**config.mk**
```make
export PLATFORM = sky130hd
export DESIGN_NAME = mtimer_core
export DESIGN_NICKNAME = d
export VERILOG_FILES = /design/src/rtl/tmr_pkg.sv /design/src/rtl/tmr_split_reg.sv /design/src/rtl/tmr_irq_gate.sv /design/src/rtl/mtimer_core.sv
export SDC_FILE = /design/constraint.sdc
export NUM_CORES = 1
export LEC_CHECK = 0
export BUFFER_PORTS_ARGS = -buffer_cell sky130_fd_sc_hd__buf_2
export CAP_MARGIN = 25
export CORE_MARGIN = 3
export CORE_UTILIZATION = 54
export DETAILED_ROUTE_END_ITERATION = 12
export GPL_TIMING_DRIVEN = 0
export PLACE_DENSITY = 0.72
export SETUP_SLACK_MARGIN = 0.15
export SLEW_MARGIN = 20
export SYNTH_ARGS = -nofsm -noshare
export SYNTH_HDL_FRONTEND = slang
export SYNTH_HIERARCHICAL = 1
export SYNTH_SLANG_ARGS = --single-unit
```
**constraint.sdc**
```tcl
create_clock -name clk -period 4.6 [get_ports clk]
set_input_delay 0.92 -clock clk [delete_from_list [all_inputs] [get_ports clk]]
set_output_delay 0.92 -clock clk [all_outputs]
set_load 0.01 [all_outputs]
```
**src/rtl/tmr_pkg.sv**
```systemverilog
package tmr_pkg;
  typedef enum logic [1:0] {
    SEL_CNT_LO = 2'd0,
    SEL_CNT_HI = 2'd1,
    SEL_CMP_LO = 2'd2,
    SEL_CMP_HI = 2'd3
  } reg_sel_e;
endpackage

```
**src/rtl/tmr_split_reg.sv**
```systemverilog
// 64-bit register written as two halves; optionally counts up.
module tmr_split_reg #(
  parameter int unsigned HALF_W = 32,
  parameter bit          COUNT  = 1'b0,
  parameter logic [2*HALF_W-1:0] RST_VAL = '0
) (
  input  logic                clk,
  input  logic                rst_n,
  input  logic                step,
  input  logic                wr_lo,
  input  logic                wr_hi,
  input  logic [HALF_W-1:0]   wdata,
  output logic [2*HALF_W-1:0] value
);
  localparam int unsigned FULL_W = 2 * HALF_W;

  logic [1:0]          wr_half;
  logic [FULL_W-1:0]   base;
  logic [FULL_W-1:0]   nxt;

  assign wr_half = {wr_hi, wr_lo};

  // writes win over the increment
  always_comb begin
    if (COUNT && step && (wr_half == 2'b00)) base = value + FULL_W'(1);
    else                                     base = value;
  end

  for (genvar h = 0; h < 2; h++) begin : g_half
    always_comb begin
      if (wr_half[h]) nxt[h*HALF_W +: HALF_W] = wdata;
      else            nxt[h*HALF_W +: HALF_W] = base[h*HALF_W +: HALF_W];
    end
  end

  always_ff @(posedge clk) begin
    if (!rst_n) value <= RST_VAL;
    else        value <= nxt;
  end
endmodule

```
**src/rtl/tmr_irq_gate.sv**
```systemverilog
// Registered reach flag plus enable gating.
module tmr_irq_gate #(
  parameter int unsigned CNT_W = 64
) (
  input  logic             clk,
  input  logic             rst_n,
  input  logic [CNT_W-1:0] cnt,
  input  logic [CNT_W-1:0] cmp,
  input  logic             src_en,
  input  logic             glb_en,
  output logic             pending,
  output logic             take
);
  logic reached;

  assign reached = (cnt >= cmp);

  always_ff @(posedge clk) begin
    if (!rst_n) pending <= 1'b0;
    else        pending <= reached;
  end

  assign take = pending & src_en & glb_en;
endmodule

```
**src/rtl/mtimer_core.sv**
```systemverilog
module mtimer_core #(
  parameter int unsigned BUS_W = 32
) (
  input  logic             clk,
  input  logic             rst_n,
  input  logic             tick_en,
  input  logic             bus_valid,
  output logic             bus_ready,
  input  logic             bus_write,
  input  logic [1:0]       bus_addr,
  input  logic [BUS_W-1:0] bus_wdata,
  output logic             rsp_valid,
  output logic [BUS_W-1:0] rsp_rdata,
  input  logic             mtie_en,
  input  logic             glb_ie,
  output logic             irq_req,
  output logic             take_irq
);
  import tmr_pkg::*;

  localparam int unsigned CNT_W = 2 * BUS_W;

  reg_sel_e          sel;
  logic              acc_wr, acc_rd;
  logic [CNT_W-1:0]  mtime_q;
  logic [CNT_W-1:0]  mtcmp_q;
  logic [BUS_W-1:0]  shadow_q;
  logic [BUS_W-1:0]  rd_mux;

  assign bus_ready = 1'b1;
  assign sel       = reg_sel_e'(bus_addr);
  assign acc_wr    = bus_valid &&  bus_write;
  assign acc_rd    = bus_valid && !bus_write;

  tmr_split_reg #(
    .HALF_W (BUS_W),
    .COUNT  (1'b1),
    .RST_VAL({CNT_W{1'b0}})
  ) u_count (
    .clk   (clk),
    .rst_n (rst_n),
    .step  (tick_en),
    .wr_lo (acc_wr && sel == SEL_CNT_LO),
    .wr_hi (acc_wr && sel == SEL_CNT_HI),
    .wdata (bus_wdata),
    .value (mtime_q)
  );

  tmr_split_reg #(
    .HALF_W (BUS_W),
    .COUNT  (1'b0),
    .RST_VAL({CNT_W{1'b1}})
  ) u_compare (
    .clk   (clk),
    .rst_n (rst_n),
    .step  (1'b0),
    .wr_lo (acc_wr && sel == SEL_CMP_LO),
    .wr_hi (acc_wr && sel == SEL_CMP_HI),
    .wdata (bus_wdata),
    .value (mtcmp_q)
  );

  tmr_irq_gate #(.CNT_W(CNT_W)) u_gate (
    .clk     (clk),
    .rst_n   (rst_n),
    .cnt     (mtime_q),
    .cmp     (mtcmp_q),
    .src_en  (mtie_en),
    .glb_en  (glb_ie),
    .pending (irq_req),
    .take    (take_irq)
  );

  always_comb begin
    unique case (sel)
      SEL_CNT_LO: rd_mux = mtime_q[BUS_W-1:0];
      SEL_CNT_HI: rd_mux = shadow_q;
      SEL_CMP_LO: rd_mux = mtcmp_q[BUS_W-1:0];
      SEL_CMP_HI: rd_mux = mtcmp_q[CNT_W-1:BUS_W];
      default:    rd_mux = '0;
    endcase
  end

  always_ff @(posedge clk) begin
    if (!rst_n) begin
      rsp_valid <= 1'b0;
      rsp_rdata <= '0;
      shadow_q  <= '0;
    end else begin
      rsp_valid <= acc_rd;
      if (acc_rd) rsp_rdata <= rd_mux;
      if (acc_rd && sel == SEL_CNT_LO) shadow_q <= mtime_q[CNT_W-1:BUS_W];
    end
  end
endmodule

```
* Word level (Yosys, flattened, before mapping) *
Cells that the tools add are included.

word-level totals
  flip-flop bits (word level) = 194
  bits of input ports = 41

cells by class
  $add $sub $neg = 1
  order comparisons = 1
  equality and inequality tests = 3
  mux-type cells = 4
  bitwise logic cells = 2
  reductions and logical operators = 13

operators by type and width
  cell                   count
  $pmux 32 s4            1
  $add 64x1->64 const B  1
  $ge 64x64->1           1
  $mux 32                2
  $mux 64                1
  $logic_and 1x1->1      8
  $eq 2x2->1 const B     2
  $logic_not 2->1        2
  $reduce_bool 2->1      2
  $and 1x1->1            2
  $eq 2x1->1 const B     1
  $logic_not 1->1        1

* Depth between registers and ports, before layout *
  depth in word-level cells = 6
  gate-level depth with buffers = 11
  gate-level depth less buffers = 8

* Hierarchy *
Netlist, hierarchy kept.

by module, submodules not included
  module                     times used  cells an instance  area each (um2)  seq. area each (um2)
  tmr_split_reg (u_count)    1           535                4096.4           1281.2
  mtimer_core                1           313                3170.5           1301.2
  tmr_split_reg (u_compare)  1           207                2309.7           1281.2
  tmr_irq_gate               1           229                1690.4           20.0

* Worst setup path before layout *
No wires, ideal clock.

  path kind = input -> register
  start point = in bus_addr[1]
  end point = reg u_count.value[61]
  library setup time = 0.122 ns
  arrival time = 3.047 ns
  data required time = 4.478 ns
  path slack = 1.431 ns
  stages = 10
  path buffers = 4
  path through = buf_6 > buf_2 > buf_2 > nor3_1 > and4b_1 > nand4_1 > or4b_1 > clkbuf_1 > mux2i_1 > a311o_1

between the ends
  cells in the longest elaborated chain, start to end = 5

RTL lines
  what                                                  line                                  source
  start: declaration                                    mtimer_core.sv:10                     input logic [1:0] bus_addr,
  $eq 2x1->1 / $logic_not 2->1 (equally long branches)  mtimer_core.sv:44, mtimer_core.sv:43
  $logic_and 1x1->1 (on tied branches)                  mtimer_core.sv:44, mtimer_core.sv:43
  $logic_not 2->1                                       tmr_split_reg.sv:25                   if (COUNT && step && (wr_half == 2'b00)) base = value + FULL_W'(1);
  $logic_and 1x1->1                                     tmr_split_reg.sv:25
  $reduce_bool 2->1 (no source line)                    -
  end signal: assignment                                tmr_split_reg.sv:38                   else value <= nxt;
  end: declaration                                      tmr_split_reg.sv:13                   output logic [2*HALF_W-1:0] value

Several ways; a longest one is shown, not always the timed one.
A chain may end at the register's enable or synchronous reset.

* Final worst setup path *
  start point = in bus_addr[0]
  end point = reg u_count.value[17]

The elaborated chain is that of the path after synthesis.

==> flow_summary.toml <==
[setup_path]
path_buf_inv = 4
r2r_cells = 6
slowest_stage = "nor3b_1"
crit_path_frequent_cell = "buf_2"
required_ps = 4960
setup.worst_path.end_class = "flop"
setup.worst_path.class = "input pin to flop"
path_cells = "buf_2 -> buf_2 -> buf_2 -> nor3_1 -> clkbuf_1 -> nor3b_1 -> nand4_1 -> nor4_1 -> mux2_2 -> a21oi_1"
cp.arrival_ps = 4700
path_max_fanout = 10
critPathTopFamily = "simple AND/OR/NAND/NOR gates"
slowest_delay_ps = 810
startpoint_type = "input pin"
worst-path-stages = 10

[grt]
grt_max_degree = 17
first_global_vias = 9710
gr-total-overflow = 0
antenna_found_initial = 0
grt_pass1_wl_mm = 56.60
gr-usage-all-layers_pct = 33.46

[layout]
syn2layout_area_growth_pct = 11.66
nets = 1482
fillers = 1785
n_antenna_cell = 0
drive_gt1_share_pct = 13.76
fin_area_mm2 = 0.01258
fin_util_pct = 61.76

[power]
max-vdd-ir-drop_mv = 0.2060
power_density_mw_per_mm2 = 303.3
power_frac_seq_pct = 47.4
p_sw_w = 0.001025
p_comb_share_pct = 10.8
internal_power_w = 0.002790
swShare_pct = 26.86
p_leak_nw = 5.348
finalPower_w = 0.003815
clkPwrFrac_pct = 41.7

[drt]
drtAntennaViolNets = 0
via_per_inst = 6.327
wl_per_cell_um = 22.94
firstDrtPassIters = 6
drt_iter0_markers = 1227
wl_mm = 38.03
vias = 10490
drcViolationCount = 0

[sta]
setup_tns_ps = 0
worstMarginPinSlew_ps = 990.3
hold_slack_ps = 453.1
maxSlewHeadroom_pct = 33.98
timing.final.crit_share_pct = 94.34
fin_skew_ps = 12.05
fmax_mhz = 230.4
setup-violations-final = 0
fin_crit_ps = 4340
final-hold-violation-count = 0
finalMaxSlewViolations = 0
rsz0062_at_grt = "false"

[floorplan]
core_area_mm2 = 0.02036
pin_count = 77
dieHeight_um = 150.4
die_w_um = 150.4
die-area_mm2 = 0.02263
start_util_pct = 55.31
row_count = 52

[clock_tree]
root_buffer = "clkbuf_16"
path_clk_slew_ps = 70
htree_levels = 4
cts_made_buffers = 17
cts_setup_buffers = 0
cts_buffer_depth = 2
cts_resized = 0
cts_sinks = 194
insertion_delay_ps = 440
cts-hold-fix-buffers = 0
cts_tree = "done"

[placement]
dpl-instance-area_mm2 = 0.01197
routabilityCongestion = 1.008
io_buffers = 74
hpwl_mm = 28.26

[min_path]
holdCritPathClass = "flop to flop"
whs_path_depth = 2

[yosys]
syn-instance-count = 1283
yosysWarnings = 6
synth.net_count = 1389
syn-cell-area_mm2 = 0.01126
synth.avg_cell_area_um2 = 8.779

[run]
maxCapViolCount = 0

[status]
status = "finished, final reports clean"
[per-stage QoR]
stage | setup slack (ps) | cells
global route | 182.6 | 1658
CTS | 429.5 | 1658
floorplan | 1431 | 1283
finish | 260.3 | 1658
detailed placement | -5.257 | 1627
global placement | 67.66 | 1627
[cells in the final DEF (no fill, tap or decap), types with 11 or more instances in the layout]
cell type,n
dfxtp_1,194
nand2_1,220
mux2i_1,76
nand3_1,40
xnor2_1,20
o2bb2ai_1,29
ha_1,65
clkbuf_1,46
a21oi_1,53
nor4_1,22
a211oi_1,16
nor3_1,23
mux4_2,26
o21ai_0,44
and3_1,16
clkbuf_16,17
nand4_1,42
buf_2,93
inv_1,77
a21boi_1,25
a31oi_1,11
and4_1,14
nor2_1,46
[power by group through the flow]
stage	clock, W	sequential (W)	combinational (W)
6_report	0.00159	0.00181	0.000413
5_1_grt	0.00166	0.00182	0.000446
3_5_place_dp	0	0.00185	0.000403
2_1_floorplan	0	0.00183	0.000251
4_1_cts	0.00160	0.00181	0.000405
3_3_place_gp	0	0.00184	0.000396
[worst register-to-register path, stage by stage, from the launching register on]
cell,delay (ps)
dfxtp_1,570
nand4_1,260
or4_1,650
buf_2,240
nor4_1,550
mux2i_1,160
nor3_1,250
[per-layer routing]
metal,vias to the layer above,global-route usage (%),part of all wire [%]
met4,0,14.04,4.2
li1,4836,-,-
met2,542,50.46,43
met3,97,8.338,10
met5,-,0,0
met1,5015,45.75,43
[state kept, by name, summed over array words and instances, names as in the netlist]
name	count
u_compare/value	64
u_count/value	64
rsp_rdata	32
shadow_q	32
rsp_valid	1
u_gate/pending	1
[worst paths after layout]
check | startpoint | end | slack, ps
max reg2reg | u_count/value[2]$_SDFFE_PN0P_ | u_count/value[45]$_SDFFE_PN0P_ | 1820
max | bus_addr[0] | u_count/value[17]$_SDFFE_PN0P_ | 260
min reg2reg | shadow_q[16]$_SDFFE_PN0P_ | shadow_q[16]$_SDFFE_PN0P_ | 450
min | shadow_q[16]$_SDFFE_PN0P_ | shadow_q[16]$_SDFFE_PN0P_ | 450
[cell type report]
type | instances | area (um^2) | area share (%)
inverters | 77 | 289.0 | 2.298
clock buffers | 21 | 460.4 | 3.661
well taps | 270 | 337.8 | 2.686
flip-flops and latches | 194 | 3884 | 30.88
repair buffers | 74 | 370.4 | 2.945
multi-input cells | 931 | 6641 | 52.81
plain buffers | 81 | 449.2 | 3.571
clock inverters | 10 | 145.1 | 1.154
(Power assumes the default switching activity.)
